### config.mk
export PLATFORM = sky130hd
export DESIGN_NAME = memsleep_ctrl
export DESIGN_NICKNAME = d
export VERILOG_FILES = /design/src/rtl/memsleep_pkg.sv /design/src/rtl/memsleep_regs.sv /design/src/rtl/memsleep_refresh.sv /design/src/rtl/memsleep_fsm.sv /design/src/rtl/memsleep_ctrl.sv
export SDC_FILE = /design/constraint.sdc
export NUM_CORES = 1
export LEC_CHECK = 0
export CORE_MARGIN = 3
export CORE_UTILIZATION = 35
export CTS_BUF_LIST = sky130_fd_sc_hd__clkbuf_4
export DETAILED_ROUTE_END_ITERATION = 10
export GPL_ROUTABILITY_DRIVEN = 0
export PLACE_DENSITY = 0.57
export SKIP_LAST_GASP = 1
export SYNTH_ARGS = -nofsm -noshare
export SYNTH_HDL_FRONTEND = slang
export SYNTH_SLANG_ARGS = --single-unit
### constraint.sdc
create_clock -name clk -period 6.09 [get_ports clk]
set_input_delay 1.218 -clock clk [delete_from_list [all_inputs] [get_ports clk]]
set_output_delay 1.218 -clock clk [all_outputs]
set_load 0.01 [all_outputs]
### src/rtl/memsleep_pkg.sv
package memsleep_pkg;

    typedef enum logic [2:0] {
        ST_IDLE,
        ST_PRECHG,
        ST_SR_ENTER,
        ST_SR_ACTIVE,
        ST_CLK_OFF,
        ST_PADS_HELD,
        ST_EXIT
    } sleep_state_e;

    typedef struct packed {
        logic cs_n;
        logic ras_n;
        logic cas_n;
        logic we_n;
    } sd_cmd_t;

    typedef struct packed {
        sd_cmd_t cmd;
        logic    cke;
    } pad_t;

    localparam sd_cmd_t CMD_NOP  = sd_cmd_t'(4'b0111);
    localparam sd_cmd_t CMD_PALL = sd_cmd_t'(4'b0010);
    localparam sd_cmd_t CMD_REF  = sd_cmd_t'(4'b0001);

    localparam logic [1:0] ADDR_CTRL = 2'd0;
    localparam logic [1:0] ADDR_REFI = 2'd1;
    localparam logic [1:0] ADDR_CFG  = 2'd2;

    localparam int BIT_REQ   = 0;
    localparam int BIT_HALT  = 1;
    localparam int BIT_HOLD  = 2;
    localparam int BIT_READY = 3;

    function automatic logic in_self_refresh(sleep_state_e s);
        return (s == ST_SR_ACTIVE) || (s == ST_CLK_OFF) || (s == ST_PADS_HELD);
    endfunction

    function automatic logic clock_halted(sleep_state_e s);
        return (s == ST_CLK_OFF) || (s == ST_PADS_HELD);
    endfunction

endpackage

### src/rtl/memsleep_regs.sv
module memsleep_regs
    import memsleep_pkg::*;
#(
    parameter int REFI_W = 14,
    parameter int DATA_W = 16
) (
    input  logic              clk,
    input  logic              rst,
    input  logic [1:0]        addr,
    input  logic [DATA_W-1:0] wdata,
    input  logic              we,
    input  logic              in_idle,
    input  logic              in_exit,
    input  logic              ready,
    input  logic              halt_on,
    input  logic              hold_on,
    output logic [DATA_W-1:0] rdata,
    output logic [REFI_W-1:0] refi,
    output logic              burst_on,
    output logic              start,
    output logic              halt_req,
    output logic              hold_req,
    output logic              timer_restart
);

    logic ctrl_we;
    logic sr_req;
    logic unused_hi_bits;

    assign ctrl_we        = we && (addr == ADDR_CTRL);
    assign start          = ctrl_we && wdata[BIT_REQ] && in_idle && !burst_on;
    assign halt_req       = ctrl_we && wdata[BIT_HALT];
    assign hold_req       = ctrl_we && wdata[BIT_HOLD];
    assign timer_restart  = we && ((addr == ADDR_REFI) || (addr == ADDR_CFG));
    assign unused_hi_bits = ^wdata[DATA_W-1:REFI_W];

    always_ff @(posedge clk) begin
        if (rst) begin
            refi     <= '1;
            burst_on <= 1'b0;
            sr_req   <= 1'b0;
        end else begin
            if (we && addr == ADDR_REFI) refi <= wdata[REFI_W-1:0];
            if (we && addr == ADDR_CFG)  burst_on <= wdata[0];
            if (in_exit)                 sr_req <= 1'b0;
            else if (start)              sr_req <= 1'b1;
            else if (ctrl_we && !wdata[BIT_REQ]) sr_req <= 1'b0;
        end
    end

    always_comb begin
        rdata = '0;
        unique case (addr)
            ADDR_CTRL: begin
                rdata[BIT_REQ]   = sr_req;
                rdata[BIT_HALT]  = halt_on;
                rdata[BIT_HOLD]  = hold_on;
                rdata[BIT_READY] = ready;
            end
            ADDR_REFI: rdata[REFI_W-1:0] = refi;
            ADDR_CFG:  rdata[0] = burst_on;
            default:   rdata = '0;
        endcase
    end

endmodule

### src/rtl/memsleep_refresh.sv
module memsleep_refresh
    import memsleep_pkg::*;
#(
    parameter int REFI_W    = 14,
    parameter int BURST_GAP = 13,
    parameter int BURST_LEN = 16383
) (
    input  logic              clk,
    input  logic              rst,
    input  logic              en,
    input  logic              restart,
    input  logic              burst_on,
    input  logic [REFI_W-1:0] refi,
    output logic              tick
);

    localparam int BCNT_W = $clog2(BURST_LEN + 1);
    localparam logic [REFI_W-1:0] GAP_LIM  = REFI_W'(BURST_GAP - 1);
    localparam logic [BCNT_W-1:0] BURST_END = BCNT_W'(BURST_LEN);

    logic [REFI_W-1:0] cnt;
    logic [BCNT_W-1:0] bcnt;
    logic [REFI_W-1:0] limit;
    logic              hit;
    logic              burst_live;

    assign limit      = burst_on ? GAP_LIM : refi;
    assign hit        = (cnt == limit);
    assign burst_live = (bcnt < BURST_END);
    assign tick       = en && hit && (!burst_on || burst_live);

    always_ff @(posedge clk) begin
        if (rst || restart || !en) cnt <= '0;
        else if (hit)              cnt <= '0;
        else                       cnt <= cnt + 1'b1;
    end

    always_ff @(posedge clk) begin
        if (rst || restart)            bcnt <= '0;
        else if (burst_on && burst_live) bcnt <= bcnt + 1'b1;
    end

endmodule

### src/rtl/memsleep_fsm.sv
module memsleep_fsm
    import memsleep_pkg::*;
#(
    parameter int TRP  = 3,
    parameter int TXSR = 8
) (
    input  logic    clk,
    input  logic    rst,
    input  logic    start,
    input  logic    halt_req,
    input  logic    hold_req,
    input  logic    wake,
    input  logic    refresh_tick,
    output sd_cmd_t cmd,
    output logic    cke,
    output logic    mclk_en,
    output logic    ready,
    output logic    hold,
    output logic    in_idle,
    output logic    in_exit
);

    localparam int WAIT_MAX = (TRP > TXSR) ? TRP : TXSR;
    localparam int CNT_W    = $clog2(WAIT_MAX + 1);
    localparam logic [CNT_W-1:0] TRP_LAST  = CNT_W'(TRP - 1);
    localparam logic [CNT_W-1:0] TXSR_LAST = CNT_W'(TXSR - 1);

    sleep_state_e     state_q, state_d;
    logic [CNT_W-1:0] wait_cnt;

    always_comb begin
        state_d = state_q;
        unique case (state_q)
            ST_IDLE:      if (start) state_d = ST_PRECHG;
            ST_PRECHG:    if (wait_cnt == TRP_LAST) state_d = ST_SR_ENTER;
            ST_SR_ENTER:  state_d = ST_SR_ACTIVE;
            ST_SR_ACTIVE: if (halt_req) state_d = ST_CLK_OFF;
            ST_CLK_OFF:   if (wake) state_d = ST_EXIT;
                          else if (hold_req) state_d = ST_PADS_HELD;
            ST_PADS_HELD: if (wake) state_d = ST_EXIT;
            ST_EXIT:      if (wait_cnt == TXSR_LAST) state_d = ST_IDLE;
            default:      state_d = ST_IDLE;
        endcase
    end

    always_ff @(posedge clk) begin
        if (rst) begin
            state_q  <= ST_IDLE;
            wait_cnt <= '0;
        end else begin
            state_q <= state_d;
            if (state_d != state_q) wait_cnt <= '0;
            else if (state_q == ST_PRECHG || state_q == ST_EXIT) wait_cnt <= wait_cnt + 1'b1;
            else wait_cnt <= '0;
        end
    end

    always_comb begin
        cmd = CMD_NOP;
        unique case (state_q)
            ST_IDLE:     if (refresh_tick) cmd = CMD_REF;
            ST_PRECHG:   if (wait_cnt == '0) cmd = CMD_PALL;
            ST_SR_ENTER: cmd = CMD_REF;
            default:     cmd = CMD_NOP;
        endcase
    end

    assign cke     = !(in_self_refresh(state_q) || state_q == ST_SR_ENTER);
    assign mclk_en = !clock_halted(state_q);
    assign ready   = in_self_refresh(state_q);
    assign hold    = (state_q == ST_PADS_HELD);
    assign in_idle = (state_q == ST_IDLE);
    assign in_exit = (state_q == ST_EXIT);

endmodule

### src/rtl/memsleep_ctrl.sv
module memsleep_ctrl
    import memsleep_pkg::*;
#(
    parameter int REFI_W    = 14,
    parameter int DATA_W    = 16,
    parameter int TRP       = 3,
    parameter int TXSR      = 8,
    parameter int BURST_GAP = 13,
    parameter int BURST_LEN = 16383
) (
    input  logic              clk,
    input  logic              rst,
    input  logic [1:0]        bus_addr,
    input  logic [DATA_W-1:0] bus_wdata,
    input  logic              bus_we,
    output logic [DATA_W-1:0] bus_rdata,
    input  logic              wake,
    output logic              sd_cs_n,
    output logic              sd_ras_n,
    output logic              sd_cas_n,
    output logic              sd_we_n,
    output logic              sd_cke,
    output logic              mclk_en
);

    logic [REFI_W-1:0] refi;
    logic burst_on, start, halt_req, hold_req, timer_restart;
    logic in_idle, in_exit, sr_ready, hold_on, refresh_tick, live_cke;
    sd_cmd_t live_cmd;
    pad_t    live_pad, held_pad, drive_pad;

    memsleep_regs #(.REFI_W(REFI_W), .DATA_W(DATA_W)) u_regs (
        .clk(clk), .rst(rst), .addr(bus_addr), .wdata(bus_wdata), .we(bus_we),
        .in_idle(in_idle), .in_exit(in_exit), .ready(sr_ready),
        .halt_on(!mclk_en), .hold_on(hold_on), .rdata(bus_rdata),
        .refi(refi), .burst_on(burst_on), .start(start),
        .halt_req(halt_req), .hold_req(hold_req), .timer_restart(timer_restart)
    );

    memsleep_refresh #(.REFI_W(REFI_W), .BURST_GAP(BURST_GAP), .BURST_LEN(BURST_LEN)) u_refresh (
        .clk(clk), .rst(rst), .en(in_idle), .restart(timer_restart),
        .burst_on(burst_on), .refi(refi), .tick(refresh_tick)
    );

    memsleep_fsm #(.TRP(TRP), .TXSR(TXSR)) u_fsm (
        .clk(clk), .rst(rst), .start(start), .halt_req(halt_req),
        .hold_req(hold_req), .wake(wake), .refresh_tick(refresh_tick),
        .cmd(live_cmd), .cke(live_cke), .mclk_en(mclk_en), .ready(sr_ready),
        .hold(hold_on), .in_idle(in_idle), .in_exit(in_exit)
    );

    assign live_pad.cmd = live_cmd;
    assign live_pad.cke = live_cke;

    always_ff @(posedge clk) begin
        if (rst) begin
            held_pad.cmd <= CMD_NOP;
            held_pad.cke <= 1'b1;
        end else if (!hold_on) begin
            held_pad <= live_pad;
        end
    end

    assign drive_pad = hold_on ? held_pad : live_pad;
    assign sd_cs_n   = drive_pad.cmd.cs_n;
    assign sd_ras_n  = drive_pad.cmd.ras_n;
    assign sd_cas_n  = drive_pad.cmd.cas_n;
    assign sd_we_n   = drive_pad.cmd.we_n;
    assign sd_cke    = drive_pad.cke;

endmodule

==> results.md, run 1 <==
* Die Area at 9997 sq um
* Synthesized area per cell at 7.927 sq um
* CTS tree: yes
* Initial core utilization at 36.89%
* Max incr delay on CP at 720 ps
* Leakage power at 0.001311 uW
* CTS clk-pin slew, worst paths at 170 ps
* Maxcap violations at 0
* CP max stage cell: ha_1
* GR Overflow Total at 0
* Synth Warn # at 0
* Final worst-path cycle share at 75.95%
* Final worst clock skew at 17.13 ps
* Max frequency at 216.2 MHz
* Clock root cell: clkbuf_4
* Register Area at 1121 sq um
* FF+latch count, synth at 56
* Predominant post-synthesis flop cell: dfxtp_1
* Arrival time worst endpoint at 3410 ps
* Most frequent cells in the layout: 56 x dfxtp_1, 50 x nand2_1, 44 x nor2_1
* Initial DRC count at 136
* Netlist cell types at 56
* Area of the multi-input gates at 1790 sq um
* Pwr dens at 186.3 nW/um^2
* Post-CTS Setup Bufs at 0
* RSZ-0062 raised after global routing: no
* Max_slew headroom at 42.65%
* Commonest non-fill, non-tap cell in the layout: dfxtp_1
* Proportion of layout cells with a drive suffix above 1 at 3.365%
* HPWL after DPL at 5474 um
* Status: finished, final reports clean
* Endpoints failing setup at 0
* Fin. max-slew vios at 0
* Num CTS Buffers at 5
* Maximum VDD drop at 0.09153 mV
* Worst-path maximum fanout at 29
* Internal reg-to-reg setup slack at 3560 ps
* Die Y at 99.99 um
* Final net count at 446
* Mapped Area at 3092 sq um
* Core area at 8382 sq um
* DR vias/cell at 5.378
* Tmin final at 4626 ps
* Per-cell routed wire length at 14.33 um
* IO buf count at 39
* Worst r2r src: u_regs.burst_on
* Critical path endpoint: bus_rdata[0]
* Post-CTS resize count at 0
* Clock Tree Buf Depth at 2
* Rows at 33
* FF-to-FF path depth at 4
* Critical-path cell list: clkdlybuf4s50_1, inv_1, ha_1, a222oi_1, nor2_1, clkdlybuf4s50_1
* Number of fill cells at 852
* Total routed wirelength at 7466 um
* Power Total at 665.6 uW
* FF-to-FF End: u_refresh.cnt[5]
* Critical path endpoint category: output pin
* Critical path startpoint category: input pin
* Buf+Inv Stages, Crit Path at 3
* Seq/Total Area, Yosys at 36.26%
* Vias at 2802
* Crit path kind: in2out
* Worst skew pair latency at 390 ps
* Sum Neg Setup Slack at 0 ps
* I/O pin count at 44
* Most used cell, CP: clkdlybuf4s50_1
* Delay-heaviest family, CP: buffers and inverters
* Largest net degree at the start of global routing at 30
* Post-synth EDFFs at 0
* DRT Pass-1 Iters at 4
* Cells after Synth at 390
* Area delta synth->final at 15.54%
* Worst min-delay path class: reg2reg
* Hold buffer count at cts at 0
* Die span in x at 99.99 um
* Levels on crit path at 6
* H-tree depth at 2
* Async SR Flop Fraction at 0%
* Vias in the first global route at 2636
* All-layer global routing usage at 15.49%
* # DRC at 0
* DRT antenna net count at 0
* Worst Max-Slew Pin Slew at 860.3 ps
* # clock sinks at 56
* WP data required at 4870 ps
* Ant diodes at 0
* Global-route wire length before repair at 12740 um
* Initial antenna violation count at 0
* Fin. Hold Viols at 0
* Setup crit start: bus_addr[1]
cells in the mapped netlist, drive strengths merged (4+ instances only):
library cell   n  area, sq um
dfxtp         56         1121
nand2         50        187.7
nor2          44        165.2
nand3         39        195.2
inv           17        63.81
xnor2         15        131.4
clkbuf        14        62.56
nor4          13        102.6
xor2          13        113.9
and2          12        75.07
nor3          10        50.05
a21oi          9        45.04
ha             9        112.6
nand4          9        56.30
buf            8        57.55
and3           7        45.05
nand2b         4        25.02
nor2b          4        25.02
nor4b          4        35.03
cell type report:
type | count | share of cell area, %
sequential | 56 | 31.38
timing repair buffer | 39 | 10.93
inverter | 17 | 1.786
multi-input combinational | 296 | 50.12
clock inverter | 3 | 1.051
tap | 105 | 3.678
clock buffer | 5 | 1.051
through the flow:
stage | hold WS, ps | instances | utilization, % | instance area, sq um | worst slack (ps)
floorplan | 429.7 | 391 | - | 3095 | 2894
CTS | 491.7 | 521 | 42.62 | 3572 | 1446
global route | 548.8 | 521 | 42.62 | 3572 | 1250
global placement | 446.7 | 513 | 41.72 | 3497 | 1488
finish | 491.7 | 521 | 42.62 | 3572 | 1464
detailed placement | 456.4 | 513 | 41.72 | 3497 | 1454
per-layer routing:
layer | global-route usage [%] | wire [um]
met5 | 0 | 0
met4 | 5.285 | 151
met3 | 2.849 | 300
met2 | 24.17 | 3352
met1 | 21.54 | 3662
report_power, final:
group / switching [uW] / total (uW) / leakage, uW / internal (uW)
Combinational: 36.1 / 75.0 / 0.000816 / 38.9
Clock: 120 / 204 / 0.0000403 / 84.1
Sequential: 12.3 / 387 / 0.000454 / 375
Total: 168 / 666 / 0.00131 / 498
flip-flops by register name (all words and copies together), names as in the netlist:
register and flops:
u_refresh.cnt 14, u_fsm.state_q 3, held_pad 5, u_fsm.wait_cnt 4, u_regs.refi 14, u_regs.sr_req 1, u_refresh.bcnt 14, u_regs.burst_on 1
worst register-to-register path, stage by stage (launching register included):
cell and delay (ps):
dfxtp_1 610, or4_1 620, a32o_1 300, nor4_4 750, nor2_1 130
how the worst min path moves through the flow:
stage,start,to,slack (ps),cells past startpoint
floorplan,u_fsm.wait_cnt[0],u_fsm.wait_cnt[0],430,1
global placement,u_fsm.wait_cnt[0],u_fsm.wait_cnt[0],450,1
detailed placement,u_fsm.wait_cnt[0],u_fsm.wait_cnt[0],460,1
CTS,u_fsm.wait_cnt[0],u_fsm.wait_cnt[0],490,1
global route,u_fsm.wait_cnt[0],u_fsm.wait_cnt[0],550,1
finish,u_fsm.wait_cnt[0],u_fsm.wait_cnt[0],490,1
cell families after synthesis:
kind of cell	count (synthesis)	synth area share, %
AOI/OAI and AO/OA	44	10.48
xor gates and xnor gates	28	7.932
adders and majority gates	9	3.642
buffers and inverters	39	5.949
DFF	56	36.26
muxes	2	0.6475
other	1	0.1213
and+or+nand+nor	211	34.97
No activity file was read; power rests on OpenSTA's default activity.
==> run 2: changes to the inputs <==
==> constraint.sdc (replaced) <==
create_clock -name clk -period 4.4 [get_ports clk]
set_input_delay 0.88 -clock clk [delete_from_list [all_inputs] [get_ports clk]]
set_output_delay 0.88 -clock clk [all_outputs]
set_load 0.01 [all_outputs]
==> run 2 against run 1 <==
  * First-iteration DRC count down 19%
  * Final area up 0.10%
  * Final cell count up 0.58%
  * Critical path depth unchanged
  * Clock power up 17%
  * Setup slack worse by 790 ps
  * Largest power group unchanged
  * Highest routed layer unchanged
==> results.md, run 2 (synthesis gave the netlist of run 1 again) <==
* Status: finished, final reports clean
* Vias in the first global route at 2658
* Number of fill cells at 826
* DR vias/cell at 5.271
* All-layer global routing usage at 15.68%
* H-tree depth at 2
* Commonest non-fill, non-tap cell in the layout: dfxtp_1
* Worst skew pair latency at 380 ps
* Arrival time worst endpoint at 2840 ps
* I/O pin count at 44
* IO buf count at 39
* DRT antenna net count at 0
* Maximum VDD drop at 0.1161 mV
* Internal reg-to-reg setup slack at 2240 ps
* Area of the multi-input gates at 1790 sq um
* # DRC at 0
* Clock Tree Buf Depth at 2
* CP max stage cell: dfxtp_1
* CTS clk-pin slew, worst paths at 160 ps
* Initial core utilization at 36.89%
* Register Area at 1121 sq um
* Post-CTS resize count at 0
* Rows at 33
* Proportion of layout cells with a drive suffix above 1 at 4.296%
* Post-CTS Setup Bufs at 0
* RSZ-0062 raised after global routing: no
* GR Overflow Total at 0
* Most frequent cells in the layout: 56 x dfxtp_1, 50 x nand2_1, 44 x nor2_1
* Maxcap violations at 0
* Final net count at 449
* Leakage power at 0.001320 uW
* Per-cell routed wire length at 14.22 um
* Initial antenna violation count at 0
* Largest net degree at the start of global routing at 22
* Crit path kind: reg2out
* Die Y at 99.99 um
* Initial DRC count at 110
* Worst min-delay path class: reg2reg
* Critical path startpoint category: flop
* Max incr delay on CP at 730 ps
* Core area at 8382 sq um
* Hold buffer count at cts at 0
* Die span in x at 99.99 um
* Final worst clock skew at 27.37 ps
* Worst Max-Slew Pin Slew at 758.6 ps
* Clock root cell: clkbuf_4
* Worst hold slack at 483.3 ps
* HPWL after DPL at 5526 um
* Tmin final at 3723 ps
* Total routed wirelength at 7450 um
* Sum Neg Setup Slack at 0 ps
* Endpoints failing setup at 0
* Die Area at 9997 sq um
* Vias at 2762
* Max_slew headroom at 49.27%
* WP data required at 3520 ps
* Num CTS Buffers at 5
* Fin. max-slew vios at 0
* Final worst-path cycle share at 84.61%
* # clock sinks at 56
* Worst-path maximum fanout at 19
* Ant diodes at 0
* Area delta synth->final at 15.66%
* Global-route wire length before repair at 12860 um
* DRT Pass-1 Iters at 5
* Pwr dens at 245.9 nW/um^2
* Critical path endpoint category: output pin
* CTS tree: yes
* Fin. Hold Viols at 0
* Max frequency at 268.6 MHz
* Critical-path cell list: and3_1, nand4_1, nor4_1, nor3_1, a21oi_1, clkdlybuf4s50_1
* Largest regs: u_refresh.bcnt x14, u_refresh.cnt x14, u_regs.refi x14
run 2: final timing paths:
check | endpoint | cells after the start | start
worst max-delay path | sd_cas_n | 6 | u_regs.burst_on
worst min-delay path | u_fsm.wait_cnt[0] | 1 | u_fsm.wait_cnt[0]
worst max register to register | u_refresh.cnt[0] | 5 | u_regs.burst_on
worst min register to register | u_fsm.wait_cnt[0] | 1 | u_fsm.wait_cnt[0]
run 2: stage by stage:
stage	instances	area, sq um	util [%]	setup slack, ps	power (uW)
3_5_place_dp	516	3520	41.99	787.3	651.6
3_3_place_gp	516	3520	41.99	821.4	650.2
4_1_cts	524	3576	42.66	640.1	885.8
2_1_floorplan	391	3095	-	1808	602.6
6_report	524	3576	42.66	677.3	879.3
5_1_grt	524	3576	42.66	360.3	920.4
run 2: area by class of cell:
| class | instances | share of cell area (%) |
|---|---|---|
| Tap cell | 105 | 3.674 |
| Multi-Input combinational cell | 296 | 50.07 |
| Timing Repair Buffer | 42 | 11.55 |
| Inverter | 17 | 1.784 |
| Sequential cell | 56 | 31.35 |
| Clock buffer | 7 | 1.470 |
| Clock inverter | 1 | 0.1050 |
run 2: power breakdown:
part           internal (uW)  switching, uW
Combinational           54.7           50.5
Sequential               518           17.0
Clock                   74.4            164
Total                    648            232
run 2: critical path, delay by kind of cell (launching register included):
family	cells	cell delay [ps]
buf+inv	1	570
compound gates	1	210
flops	1	730
simple gates	4	960
run 2: routing by layer:
metal | global-route usage (%) | up-vias | wire (um)
li1 | - | 1416 | -
met1 | 22.50 | 1286 | 3704
met2 | 24.11 | 51 | 3394
met3 | 2.641 | 9 | 243
met4 | 4.767 | 0 | 108
met5 | 0 | - | 0
==> run 3: changes to the inputs <==
--- a/config.mk
+++ b/config.mk
@@ -10,7 +10,7 @@
 export CTS_BUF_LIST = sky130_fd_sc_hd__clkbuf_4
 export DETAILED_ROUTE_END_ITERATION = 10
 export GPL_ROUTABILITY_DRIVEN = 0
-export PLACE_DENSITY = 0.57
+export PLACE_DENSITY = 0.59
 export SKIP_LAST_GASP = 1
 export SYNTH_ARGS = -nofsm -noshare
 export SYNTH_HDL_FRONTEND = slang
==> constraint.sdc (replaced) <==
create_clock -name clk -period 3.4 [get_ports clk]
set_input_delay 0.68 -clock clk [delete_from_list [all_inputs] [get_ports clk]]
set_output_delay 0.68 -clock clk [all_outputs]
set_load 0.01 [all_outputs]
==> run 3 against run 2 <==
  * Combinational power rose by 37%
  * Clock skew down 14 ps
  * Final cell count increased by 1.3%
  * Global-route usage down 0.086 points
  * Power increased by 26%
  * Non-clock buffer count rose by 8
  * Clock-buffer cell count is 2 lower
  * Critical endpoint is now sd_ras_n
==> results.md, run 3 (synthesis gave the netlist of run 1 again) <==
* Final worst clock skew at 13.41 ps
* WP data required at 2720 ps
* Pwr dens at 302.2 nW/um^2
* Clock Tree Buf Depth at 2
* Total routed wirelength at 7514 um
* Rows at 33
* Setup slack after layout at 118.5 ps
* Num CTS Buffers at 5
* FF-to-FF path depth at 5
* Max frequency at 304.7 MHz
* Status: finished, final reports clean
* H-tree depth at 2
* Commonest non-fill, non-tap cell in the layout: dfxtp_1
* Maxcap violations at 0
* Max_slew headroom at 49.69%
* Arrival time worst endpoint at 2600 ps
* Fin. max-slew vios at 0
* Register Area at 1130 sq um
* Fin cells at 531
* Sum Neg Setup Slack at 0 ps
* HPWL after DPL at 5663 um
* Largest regs: u_refresh.bcnt x14, u_refresh.cnt x14, u_regs.refi x14
* Area of the multi-input gates at 1810 sq um
* Clock root cell: clkbuf_4
* Die Y at 99.99 um
* Post-route design area at 3656 sq um
* I/O pin count at 44
* Core area at 8382 sq um
* Pre-CTS WS at 243.6 ps
* Number of fill cells at 835
* Hold buffer count at cts at 0
* Worst Hold Depth at 1
* Worst skew pair latency at 370 ps
* Per-cell routed wire length at 14.15 um
* Most frequent cells in the layout: 51 x dfxtp_1, 50 x nand2_1, 44 x nor2_1
* IO buf count at 39
* # DRC at 0
* Proportion of layout cells with a drive suffix above 1 at 7.746%
* Area after DPL at 3580 sq um
* Hold EP: u_fsm.wait_cnt[0]
* Area delta synth->final at 18.25%
* Die Area at 9997 sq um
* Global-route wire length before repair at 12920 um
* Worst-path maximum fanout at 13
* Internal reg-to-reg setup slack at 1320 ps
* Worst hold slack at 483.3 ps
* Placed cells at 524
* Leakage power at 0.001358 uW
* Endpoints failing setup at 0
* Largest net degree at the start of global routing at 22
* Post-CTS Setup Bufs at 0
* All-layer global routing usage at 15.59%
* RSZ-0062 raised after global routing: no
* Min-delay src: u_fsm.wait_cnt[0]
* GR Overflow Total at 0
* Vias in the first global route at 2797
* DR vias/cell at 5.249
* Tmin final at 3281 ps
* Fin. Hold Viols at 0
* # clock sinks at 56
* Initial antenna violation count at 0
* Critical path endpoint category: output pin
* DRT antenna net count at 0
* Worst r2r src: u_refresh.bcnt[3]
* FF-to-FF End: u_refresh.bcnt[1]
* DRT Pass-1 Iters at 6
* Vias at 2787
* Worst Max-Slew Pin Slew at 748.5 ps
* CTS tree: yes
* Initial DRC count at 161
* Final net count at 457
* Initial core utilization at 36.89%
* Maximum VDD drop at 0.1494 mV
* Die span in x at 99.99 um
* Final worst-path cycle share at 96.51%
* Ant diodes at 0
* CTS clk-pin slew, worst paths at 150 ps
* Crit path kind: reg2out
* Critical path startpoint category: flop
* Worst min-delay path class: reg2reg
[run 3: critical path, stage by stage, from the launching register on]
cell	delay [ps]
dfxtp_4	410
buf_4	190
a211o_2	270
a211o_2	380
nor4_4	350
a21oi_1	140
clkdlybuf4s50_1	490
[run 3: area by class of cell]
class,instances,share of cell area [%]
timing repair buffer,50,13.00
clock buffer,5,1.027
tap,105,3.593
multi-input combinational,296,49.52
inverter,17,1.745
clock inverter,2,0.2053
sequential,56,30.90
[run 3: layer usage]
metal / GRT usage, % / wire [um] / up-vias
met1: 20.82 / 3649 / 1292
li1: - / - / 1431
met2: 25.45 / 3427 / 53
met5: 0 / 0 / -
met4: 5.078 / 114 / 0
met3: 2.919 / 322 / 11
[run 3: report_power, final]
part / internal, uW / switching (uW) / total (uW)
Sequential: 670 / 19.2 / 689
Combinational: 75.0 / 68.6 / 144
Clock: 73.0 / 199 / 272
[run 3: worst max-delay path by stage]
stage | from | slack [ps] | end | cells after the start
2_1_floorplan | u_refresh.cnt[11] | 1010 | sd_ras_n | 5
3_3_place_gp | bus_addr[0] | 240 | bus_rdata[0] | 6
3_5_place_dp | bus_addr[0] | 240 | bus_rdata[0] | 6
4_1_cts | u_refresh.bcnt[0] | 20 | sd_cas_n | 7
5_1_grt | u_regs.refi[11] | 10 | sd_ras_n | 6
6_report | u_regs.burst_on | 120 | sd_ras_n | 6
[run 3: timing repair]
item | CTS | global route
pin swaps | 1 | 1
setup endpoints to repair | 2 | 2
endpoints found under the hold margin | 0 | 0
gates resized for setup | 2 | 9
[run 3: metrics by stage]
step | utilization, % | total power [uW]
2_1_floorplan | - | 779.9
3_3_place_gp | 42.71 | 845.6
3_5_place_dp | 42.71 | 846.9
4_1_cts | 43.33 | 1122
5_1_grt | 43.62 | 1157
6_report | 43.62 | 1105
